### src/rtl/ir_rle_sampler.sv
module ir_rle_sampler #(
  parameter int DEF_PERIOD = 50,
  parameter int MIN_PERIOD = 5
) (
  input  logic        clk,
  input  logic        rst_n,
  input  logic        tick,
  input  logic        ir_in,
  input  logic        rx_en,
  input  logic        cfg_wr,
  input  logic [7:0]  cfg_data,
  input  logic        irq_clr,
  output logic [63:0] buf_flat,
  output logic        wr_half,
  output logic        rx_irq
);
  localparam int NB = 8;
  localparam int CW = 7;
  localparam logic [CW-1:0] CMAX = '1;

  logic [1:0]    sync_q;
  logic [CW-1:0] period, pcnt, run_cnt;
  logic          ovf_en, act, run_lvl;
  logic [2:0]    wptr;
  logic [7:0]    mem [NB];

  wire lvl_s     = sync_q[1];
  wire strb      = rx_en && tick && (pcnt >= period - 1'b1);
  wire chg       = act && strb && (lvl_s != run_lvl);
  wire sat       = act && strb && !chg && (run_cnt == CMAX);
  wire emit      = chg || (sat && ovf_en);
  wire [7:0] eb  = {~run_lvl, run_cnt};
  wire half_done = emit && (wptr[1:0] == 2'd3);

  always_ff @(posedge clk or negedge rst_n)
    if (!rst_n) sync_q <= '0;
    else        sync_q <= {sync_q[0], ir_in};

  always_ff @(posedge clk or negedge rst_n)
    if (!rst_n) begin
      period <= CW'(DEF_PERIOD);
      ovf_en <= 1'b1;
    end else if (cfg_wr) begin
      period <= (cfg_data[6:0] < CW'(MIN_PERIOD)) ? CW'(DEF_PERIOD) : cfg_data[6:0];
      ovf_en <= cfg_data[7];
    end

  always_ff @(posedge clk or negedge rst_n)
    if (!rst_n)                pcnt <= '0;
    else if (!rx_en || cfg_wr) pcnt <= '0;
    else if (strb)             pcnt <= '0;
    else if (tick)             pcnt <= pcnt + 1'b1;

  always_ff @(posedge clk or negedge rst_n)
    if (!rst_n) begin
      act <= 1'b0; run_lvl <= 1'b0; run_cnt <= '0;
    end else if (!rx_en) begin
      act <= 1'b0; run_lvl <= 1'b0; run_cnt <= '0;
    end else if (strb) begin
      if (!act) begin
        if (lvl_s) begin
          act <= 1'b1; run_lvl <= 1'b1; run_cnt <= CW'(1);
        end
      end else if (chg) begin
        run_lvl <= lvl_s; run_cnt <= CW'(1);
      end else if (run_cnt == CMAX) begin
        if (ovf_en) run_cnt <= CW'(1);
      end else begin
        run_cnt <= run_cnt + 1'b1;
      end
    end

  always_ff @(posedge clk or negedge rst_n)
    if (!rst_n) begin
      wptr <= '0;
      for (int i = 0; i < NB; i++) mem[i] <= '0;
    end else if (!rx_en) begin
      wptr <= '0;
      for (int i = 0; i < NB; i++) mem[i] <= '0;
    end else if (emit) begin
      mem[wptr] <= eb;
      wptr <= wptr + 1'b1;
      if (half_done)
        for (int i = 0; i < NB/2; i++) mem[{~wptr[2], 2'(i)}] <= '0;
    end

  always_ff @(posedge clk or negedge rst_n)
    if (!rst_n)         rx_irq <= 1'b0;
    else if (half_done) rx_irq <= 1'b1;
    else if (irq_clr)   rx_irq <= 1'b0;

  always_comb
    for (int i = 0; i < NB; i++) buf_flat[8*i +: 8] = mem[i];

  assign wr_half = wptr[2];


  entry_nonzero_chk: assert property (@(posedge clk) disable iff (!rst_n)
    emit |-> eb[6:0] != '0);


  wptr_step_chk: assert property (@(posedge clk) disable iff (!rst_n)
    (emit && rx_en) |=> wptr == $past(wptr) + 3'd1);


  half_irq_chk: assert property (@(posedge clk) disable iff (!rst_n)
    half_done |=> (rx_irq && wptr[1:0] == 2'd0));


  irq_clear_chk: assert property (@(posedge clk) disable iff (!rst_n)
    (irq_clr && !half_done) |=> !rx_irq);


  restart_idle_chk: assert property (@(posedge clk) disable iff (!rst_n)
    !rx_en |=> (wptr == '0 && !act && pcnt == '0));
endmodule

### config.mk
export PLATFORM = sky130hd
export DESIGN_NAME = ir_rle_sampler
export DESIGN_NICKNAME = d
export VERILOG_FILES = /design/src/rtl/ir_rle_sampler.sv
export SDC_FILE = /design/constraint.sdc
export NUM_CORES = 1
export LEC_CHECK = 0
export BUFFER_PORTS_ARGS = -buffer_cell sky130_fd_sc_hd__buf_4
export CAP_MARGIN = 20
export CORE_ASPECT_RATIO = 1.4
export CORE_MARGIN = 4
export CORE_UTILIZATION = 45
export DETAILED_ROUTE_END_ITERATION = 16
export PLACE_DENSITY = 0.67
export SYNTH_ARGS = -nofsm -noshare
export SYNTH_HDL_FRONTEND = slang
export SYNTH_SLANG_ARGS = --single-unit
### constraint.sdc
create_clock -name clk -period 7.5 [get_ports clk]
set_clock_uncertainty 0.1 [all_clocks]
set_input_delay 1.5 -clock clk [delete_from_list [all_inputs] [get_ports clk]]
set_output_delay 1.5 -clock clk [all_outputs]
set_load 0.01 [all_outputs]
==> results_dict.tcl, run 1 <==
set metrics [dict create \
    status "complete, no violations" \
    drt_iter0_drc 94 \
    numCtsBuffers 9 \
    grt-ovfl-total 0 \
    cts_setup_buffers 0 \
    syn_area_sq_um 4250 \
    path_clk_slew_ns 0.07 \
    start_util 0.4655 \
    worstMarginPinSlew_ns 0.8759 \
    antenna_found_initial 0 \
    hold_buffers 0 \
    relSlewSlack 0.4161 \
    synth_cells 356 \
    setup_violations 0 \
    synth_fa_ha_area_frac 0.03238 \
    io_buffers 80 \
    diodes 0 \
    root_buffer "clkbuf_16" \
    critPathKind "register to register" \
    cts_tree "done" \
    dieArea_sq_um 11090 \
    ys_ff_latch 94 \
    drive_above_1_share 0.2729 \
    synth_edf_count 0 \
    r2r_setup_slack_ns 3.94 \
    clock.fmax_mhz 280.7 \
    clock-sinks 94 \
    power.density_nw_per_um2 199.0 \
    power.leakage_uw 0.002572 \
    drc_errors 0 \
    slew_viol_final 0 \
    worstSkewPairLatency_ns 0.34 \
    synth_top_family_by_area "compound AO/OA/AOI/OAI gates" \
    crit_chain "inv_1 -> ha_1 -> nand2_1 -> nor3_1 -> xnor2_1 -> ha_1 -> nand3_1 -> o31a_1 -> or3_1 -> nor4_4 -> a22o_1" \
    syn-num-nets 382 \
    crit_buf_inv 1 \
    first_global_vias 3228 \
    ioPinCount 81 \
    worst_ep_arrival_time_ns 3.74 \
    critPathMaxStageDelay_ns 0.71 \
    finalCritPeriodShare 0.4750 \
    fill_cells 790 \
    grt_max_degree 71 \
    maxCapViolations 0 \
    die_y_um 123.0 \
    syn_area_per_cell_sq_um 11.94 \
    viasPerCell 5.902 \
    fin_setup_tns_ns 0 \
    peakVddDrop_mv 0.1130 \
    start_kind "register" \
    rsz0062_at_grt "no" \
    layout_common_cells "90 x dfrtp_1, 82 x buf_4, 68 x a22o_1" \
    cts_max_level 3 \
    fin_util 0.5717 \
    synth-compound-area-share 0.2417 \
    cp-end-kind "register" \
    fin_crit_ns 3.563 \
    yosysUniqueCellTypes 50 \
    num_rows 41 \
    cp_common_cell "ha_1" \
    crit_required_ns 7.68 \
    synthToLayoutAreaGrowth_pct 22.81 \
    synth_top_flop_cell "dfrtp_1" \
    total_power_uw 1039 \
    synth_simple_gate_area_frac 0.1175 \
    cts_resized 0 \
    vias 3205 \
    path_delay_family "simple AND/OR/NAND/NOR gates" \
    drt-pass1-iter-count 4 \
    ys_seq_area_frac 0.5546 \
    track_usage 0.1951 \
    crit_fanout 11 \
    ys_warn_count 0 \
    async_flop_share 1.000 \
    synth_mux_area_frac 0.007948 \
    ant_nets 0 \
    fp.dieW_um 90.14 \
    ctsLongestPathBuffers 2 \
    fin_hold_ws_ns 0.2524 \
    final_common_cell "dfrtp_1" \
    grt_first_pass_wirelength_um 16890 \
    slowest_stage "or3_1" \
    dp_hpwl_um 7249 \
    wl_um 10440 \
    wl_per_cell_um 19.22 \
    hp-class "register to register" \
    layout.nets 457 \
    synth_xor_area_frac 0.01649 \
    core_sq_um 9131 \
    hold_viol_final 0 \
    gp_congestion 0.8183 \
]
-- metal layers --
metal  wire length [um]  vias up  global-route usage
met5                  0        -                   0
met3                574       14             0.05721
met1               4323     1612              0.2278
met2               5375       81              0.3441
met4                163        0             0.06897
li1                   -     1498                   -
-- synth_stat cells (5+ instances only) --
| cell type | instances | area, sq um |
|---|---|---|
| xor2_1 | 5 | 43.79 |
| o21ai_0 | 18 | 90.09 |
| clkbuf_1 | 15 | 56.30 |
| a22o_1 | 68 | 595.6 |
| nor2_1 | 11 | 41.29 |
| nor3_4 | 6 | 97.59 |
| dfrtp_1 | 90 | 2252 |
| nand2_1 | 23 | 86.33 |
| nand2b_1 | 5 | 31.28 |
| a21boi_2 | 5 | 56.30 |
| ha_1 | 11 | 137.6 |
| nor3_1 | 9 | 45.04 |
| nand3_1 | 9 | 45.04 |
| o21a_1 | 8 | 60.06 |
| inv_1 | 11 | 41.29 |
-- power breakdown --
group	switching (uW)	internal, uW	total (uW)
Clock	194	269	463
Sequential	5.64	514	519
Combinational	35.9	21.2	57.0
Total	235	804	1040
-- stage by stage --
step / instances / cell area [sq um] / setup slack (ns)
2_1_floorplan: 356 / 4250 / 4.581
3_3_place_gp: 527 / 4920 / 4.056
3_5_place_dp: 527 / 4920 / 3.980
4_1_cts: 543 / 5220 / 3.957
5_1_grt: 543 / 5220 / 3.650
6_report: 543 / 5220 / 3.937
-- kinds of logic after synthesis --
logic type,Yosys count
AO/OA/AOI/OAI,127
flip-flops,94
AND/OR/NAND/NOR,83
buffers and inverters,30
adder cells (fa/ha/maj),11
XOR/XNOR,8
multiplexers,3
-- sequential cells by signal, summed over array words and instances (netlist names) --
name and cells:
period 7, run_lvl 1, pcnt 7, sync_q 2
buf_flat 64, ovf_en 1, rx_irq 1, act 1
wptr 3, run_cnt 7
-- worst paths after layout --
| kind | startpoint | end | cells past startpoint |
|---|---|---|---|
| max in group asynchronous | rst_n | wptr[1] | 2 |
| hold / removal | sync_q[0] | sync_q[1] | 0 |
| setup / recovery | period[1] | buf_flat[14] | 11 |
| hold reg to reg | sync_q[0] | sync_q[1] | 0 |
| setup reg to reg | period[1] | buf_flat[14] | 11 |
| min in group asynchronous | rst_n | buf_flat[47] | 1 |
-- area by class of cell --
cell class	count	area, sq um	area share
multi-input combinational	232	1768	0.3387
timing repair buffer	82	615.6	0.1179
clock inverter	5	57.56	0.01103
tap	107	133.9	0.02565
clock buffer	11	242.7	0.04650
sequential	94	2357	0.4516
inverter	12	45.04	0.008629
No activity file was read; power rests on OpenSTA's default activity.
==> inputs of run 2 (changes only) <==
--- a/config.mk
+++ b/config.mk
@@ -5,13 +5,14 @@
 export SDC_FILE = /design/constraint.sdc
 export NUM_CORES = 1
 export LEC_CHECK = 0
+export ABC_AREA = 1
 export BUFFER_PORTS_ARGS = -buffer_cell sky130_fd_sc_hd__buf_4
 export CAP_MARGIN = 20
 export CORE_ASPECT_RATIO = 1.4
 export CORE_MARGIN = 4
 export CORE_UTILIZATION = 45
 export DETAILED_ROUTE_END_ITERATION = 16
-export PLACE_DENSITY = 0.67
+export PLACE_DENSITY = 0.68
 export SYNTH_ARGS = -nofsm -noshare
 export SYNTH_HDL_FRONTEND = slang
 export SYNTH_SLANG_ARGS = --single-unit
==> constraint.sdc (replaced) <==
create_clock -name clk -period 2.86 [get_ports clk]
set_clock_uncertainty 0.1 [all_clocks]
set_input_delay 0.572 -clock clk [delete_from_list [all_inputs] [get_ports clk]]
set_output_delay 0.572 -clock clk [all_outputs]
set_load 0.01 [all_outputs]
==> results_dict.tcl, run 2 <==
set metrics [dict create \
    status "complete, no violations" \
    track_usage 0.2048 \
    wl_per_cell_um 16.58 \
    worst_ep_arrival_time_ns 2.83 \
    synth_commonest_cells "236 x nand2_1, 90 x dfrtp_1, 77 x o21ai_0" \
    worstMarginPinSlew_ns 0.7252 \
    power.density_nw_per_um2 448.5 \
    start_kind "register" \
    drt-pass1-iter-count 5 \
    cts_tree "done" \
    synth_top_flop_cell "dfrtp_1" \
    cts_max_level 3 \
    ctsLongestPathBuffers 2 \
    place_area_sq_um 5864 \
    hold_viol_final 0 \
    layout.nets 752 \
    stdcell_count 874 \
    hold_buffers 0 \
    synth.top_cell.area_share 0.4349 \
    root_buffer "clkbuf_16" \
    yosysUniqueCellTypes 30 \
    ys_warn_count 0 \
    grt_first_pass_wirelength_um 22050 \
    cp-end-kind "register" \
    final_common_cell "nand2_1" \
    synth_top_family_by_area "simple AND/OR/NAND/NOR gates" \
    syn-num-nets 685 \
    synth_mux_area_frac 0.003866 \
    numCtsBuffers 9 \
    fin_crit_ns 2.699 \
    layout_common_cells "232 x nand2_1, 90 x dfrtp_1, 85 x buf_4" \
    clock.fmax_mhz 370.4 \
    io_buffers 80 \
    die_y_um 134.9 \
    syn_area_sq_um 5179 \
    slew_viol_final 0 \
    drt_iter0_drc 470 \
    async_flop_share 1.000 \
    place_ws_ns 0.05784 \
    worstSkewPairLatency_ns 0.34 \
    synth_simple_gate_area_frac 0.2254 \
    dieArea_sq_um 13310 \
    fin_hold_ws_ns 0.1816 \
    path_clk_slew_ns 0.07 \
    wl_um 14490 \
    grt-ovfl-total 0 \
    relSlewSlack 0.5165 \
    synth-compound-area-share 0.1930 \
    synth_area_leaders "dfrtp_1 43%, nand2_1 17%, o211ai_1 9.3%" \
    first_global_vias 4431 \
    start_util 0.4591 \
    gp_congestion 0.8576 \
    syn_area_per_cell_sq_um 7.858 \
    core_sq_um 11280 \
    ys_ff_latch 94 \
    fin_setup_tns_ns 0 \
    fin_ws_ns 0.1605 \
    diodes 0 \
    crit_required_ns 2.99 \
    synthToLayoutAreaGrowth_pct 22.98 \
    hp-class "input pin to asynchronous set/reset pin" \
    synth.most_common_cell "nand2_1" \
    synth_fa_ha_area_frac 0.02658 \
    dp.cells 853 \
    ys_seq_area_frac 0.4552 \
    maxCapViolations 0 \
    fp.dieW_um 98.67 \
    ant_nets 0 \
    viasPerCell 5.603 \
    peakVddDrop_mv 0.2815 \
    setup_violations 0 \
    ioPinCount 81 \
    num_rows 46 \
    clock-sinks 94 \
    largest_reg_flops 64 \
    design_area_sq_um 6369 \
    crit_fanout 12 \
    power.leakage_uw 0.003193 \
    synth_xor_area_frac 0.01691 \
    dp_hpwl_um 9134 \
    synth_area_leader_cell "dfrtp_1" \
    vias 4897 \
    critPathKind "register to register" \
    drive_above_1_share 0.1808 \
    grt_max_degree 56 \
    antenna_found_initial 0 \
    synth_cells 659 \
    finalCritPeriodShare 0.9439 \
    synth_edf_count 0 \
    drc_errors 0 \
]
## run 2: final timing paths
path	from	end	slack, ns	depth (start not counted)
max	period[1]	buf_flat[6]	0.16	18
min	rst_n	buf_flat[2]	0.18	1
max reg2reg	period[1]	buf_flat[6]	0.16	18
min reg2reg	sync_q[0]	sync_q[1]	0.25	0
max in group asynchronous	rst_n	buf_flat[32]	1.79	2
min in group clk	ir_in	sync_q[0]	0.24	1
## run 2: what timing repair did
action | CTS | global route
resized for setup | 0 | 20
endpoints found under the hold margin | 0 | 0
endpoints found under the setup margin | 0 | 77
setup buffers | 0 | 1
## run 2: kinds of logic after synthesis
kind of cell    Yosys count
buf+inv                  87
compound gates          164
mux                       2
xor+xnor                 10
fa+ha+maj                11
flops                    94
simple gates            291
## run 2: per-stage QoR
| step | total power [uW] | utilization |
|---|---|---|
| after CTS | 2860 | 0.5486 |
| after detailed placement | 1551 | 0.5199 |
| after floorplan | 1478 | - |
| after global placement | 1547 | 0.5199 |
| after global routing | 2956 | 0.5646 |
| final | 2856 | 0.5646 |
## run 2: routing by layer
layer,share of wire,vias to the layer above,GRT usage
li1,-,2347,-
met1,0.41,2321,0.2586
met2,0.50,190,0.3469
met3,0.060,39,0.02687
met4,0.032,0,0.09643
met5,0,-,0
## run 2: worst max-delay path, cell delays in order, from the launching register on
cell and delay, ns:
dfstp_2 0.53, inv_1 0.05, ha_1 0.20, nand2_2 0.10, nor3_2 0.05, xor2_1 0.14, ha_1 0.32, nand2_2 0.07
inv_2 0.07, nand3_1 0.10, nand3_2 0.11, nand2_2 0.09, inv_4 0.08, nand3_4 0.10, nand2_4 0.13, inv_6 0.06
clkbuf_16 0.17, nand2_1 0.07, nand2_1 0.06
## run 2: layout make-up
type                            instances  area, sq um
Clock buffer                           12        256.5
Clock inverter                          3        67.56
Fill cell                            1010         4912
Inverter                               47        188.9
Multi-Input combinational cell        478         2449
Sequential cell                        94         2357
Tap cell                              144        180.2
Timing Repair Buffer                   96        869.6
## run 2: where the power goes
group | internal, uW | switching (uW)
Clock | 810 | 499
Combinational | 65.9 | 118
Sequential | 1350 | 15.1
==> inputs of run 3 (changes only) <==
--- a/config.mk
+++ b/config.mk
@@ -11,8 +11,9 @@
 export CORE_ASPECT_RATIO = 1.4
 export CORE_MARGIN = 4
 export CORE_UTILIZATION = 45
+export CTS_CLUSTER_DIAMETER = 120
 export DETAILED_ROUTE_END_ITERATION = 16
-export PLACE_DENSITY = 0.68
+export PLACE_DENSITY = 0.66
 export SYNTH_ARGS = -nofsm -noshare
 export SYNTH_HDL_FRONTEND = slang
 export SYNTH_SLANG_ARGS = --single-unit
==> constraint.sdc (replaced) <==
create_clock -name clk -period 2.5 [get_ports clk]
set_clock_uncertainty 0.1 [all_clocks]
set_input_delay 0.5 -clock clk [delete_from_list [all_inputs] [get_ports clk]]
set_output_delay 0.5 -clock clk [all_outputs]
set_load 0.01 [all_outputs]
==> results_dict.tcl, run 3 (synthesis results as in run 2) <==
set metrics [dict create \
    status "finished, violations left" \
    violations "negative setup slack" \
    crit_required_ns 2.63 \
    fin_crit_ns 2.684 \
    root_buffer "clkbuf_16" \
    cts_max_level 3 \
    cts_tree "done" \
    fin_ws_ns -0.1842 \
    fin_util 0.6020 \
    hp-class "input pin to asynchronous set/reset pin" \
    ioPinCount 81 \
    gp_congestion 0.8491 \
    path_clk_slew_ns 0.07 \
    place_area_sq_um 6013 \
    wl_per_cell_um 17.13 \
    fin_hold_ws_ns 0.02459 \
    slew_viol_final 0 \
    wl_um 15320 \
    total_power_uw 3448 \
    drt_iter0_drc 409 \
    clock.fmax_mhz 372.5 \
    power.leakage_uw 0.003425 \
    first_global_vias 4830 \
    reg2reg_depth 16 \
    grt_first_pass_wirelength_um 24360 \
    core_sq_um 11280 \
    layout_common_cells "197 x nand2_1, 98 x buf_4, 90 x dfrtp_1" \
    dp_hpwl_um 9657 \
    finalCritPeriodShare 1.074 \
    crit_chain "inv_2 -> ha_4 -> nand2_4 -> nor3_2 -> xor2_1 -> ha_1 -> nand2_2 -> inv_2 -> nand3_2 -> nand3_2 -> nand2_2 -> buf_4 -> a21oi_2 -> nand2_2 -> nand2_1 -> o21ai_1" \
    drive_above_1_share 0.2680 \
    final_common_cell "nand2_1" \
    critPathMaxStageDelay_ns 0.54 \
    worstReg2RegStart "period[1]" \
    track_usage 0.2260 \
    fp.dieW_um 98.67 \
    die_y_um 134.9 \
    ctsLongestPathBuffers 2 \
    setup_violations 78 \
    synthToLayoutAreaGrowth_pct 31.14 \
    antenna_found_initial 0 \
    critPathKind "register to register" \
    hold_buffers 0 \
    worstMarginPinSlew_ns 0.5991 \
    vias 5066 \
    critPathLaunch "period[1]" \
    timing.rr.end "run_cnt[3]" \
    ant_nets 0 \
    regArea_sq_um 2357 \
    hold_viol_final 0 \
    drt-pass1-iter-count 7 \
    maxCapViolations 0 \
    peakVddDrop_mv 0.3461 \
    fill_cells 992 \
    start_util 0.4591 \
    num_rows 46 \
    numCtsBuffers 9 \
    power.density_nw_per_um2 507.7 \
    relSlewSlack 0.5995 \
    start_kind "register" \
    diodes 0 \
    viasPerCell 5.667 \
    rsz0062_at_grt "yes" \
    largest_reg_flops 64 \
    layout.nets 771 \
    worstSkewPairLatency_ns 0.35 \
    dieArea_sq_um 13310 \
    design_area_sq_um 6792 \
    grt-ovfl-total 0 \
    io_buffers 80 \
    drc_errors 0 \
    clock-sinks 94 \
    grt_max_degree 44 \
    crit_fanout 6 \
    cp-end-kind "register" \
    multiInputGateArea_sq_um 2670 \
    worst_ep_arrival_time_ns 2.82 \
    cp_common_cell "nand2_2" \
    r2r_setup_slack_ns -0.18 \
    slowest_stage "dfstp_2" \
    crit_end "run_cnt[3]" \
]
[run 3: cell types whose count changed in the layout (fill, tap and decap cells not counted), sizes merged]
| cell | delta |
|---|---|
| bufinv | +1 |
| nand2 | +1 |
| clkinvlp | -1 |
| clkinv | +4 |
| clkbuf | -3 |
| buf | +18 |
[run 3: worst min-delay path by stage]
stage | from | endpoint
3_5_place_dp | sync_q[0] | sync_q[1]
6_report | rst_n | buf_flat[4]
2_1_floorplan | rst_n | act
5_1_grt | rst_n | buf_flat[4]
4_1_cts | rst_n | buf_flat[4]
3_3_place_gp | sync_q[0] | sync_q[1]
[run 3: layout make-up]
type | count | area share
multi-input combinational | 479 | 0.3931
sequential | 94 | 0.3471
timing repair buffer | 113 | 0.1525
clock buffer | 10 | 0.03519
inverter | 47 | 0.02819
tap | 144 | 0.02653
clock inverter | 6 | 0.01603
timing repair inverter | 1 | 0.001290
[run 3: report_power, final]
group	total, uW	switching, uW	internal (uW)
combinational	269	162	107
sequential	1560	19.3	1540
clock	1620	614	1000
[run 3: stage by stage]
stage | cells | worst slack (ns) | setup TNS (ns)
4_1_cts | 889 | -0.1071 | -3.186
5_1_grt | 894 | -0.2989 | -19.42
2_1_floorplan | 659 | -0.01385 | -0.2770
6_report | 894 | -0.1842 | -9.619
3_5_place_dp | 867 | -0.1609 | -10.04
3_3_place_gp | 867 | -0.05580 | -3.265
[run 3: repair_timing]
item                                    CTS  global route
endpoints found under the hold margin     0             0
endpoints found under the setup margin   76            83
resized for setup                        14            69
setup buffers                             3             2
gates cloned                              3             4
pin swaps                                 6            13
[run 3: critical path: cells and delay by family, from the launching register on]
family | cells | cell delay [ns]
AND/OR/NAND/NOR | 8 | 0.69
flip-flops | 1 | 0.54
adder cells (fa/ha/maj) | 2 | 0.50
AO/OA/AOI/OAI | 2 | 0.33
buffers and inverters | 3 | 0.26
XOR/XNOR | 1 | 0.14
[run 3: metal layers]
metal	up-vias	global-route usage	routed length, um
li1	2391	-	-
met1	2474	0.2736	6012
met2	173	0.4011	8145
met3	28	0.02791	769
met4	0	0.09947	388
met5	-	0	0
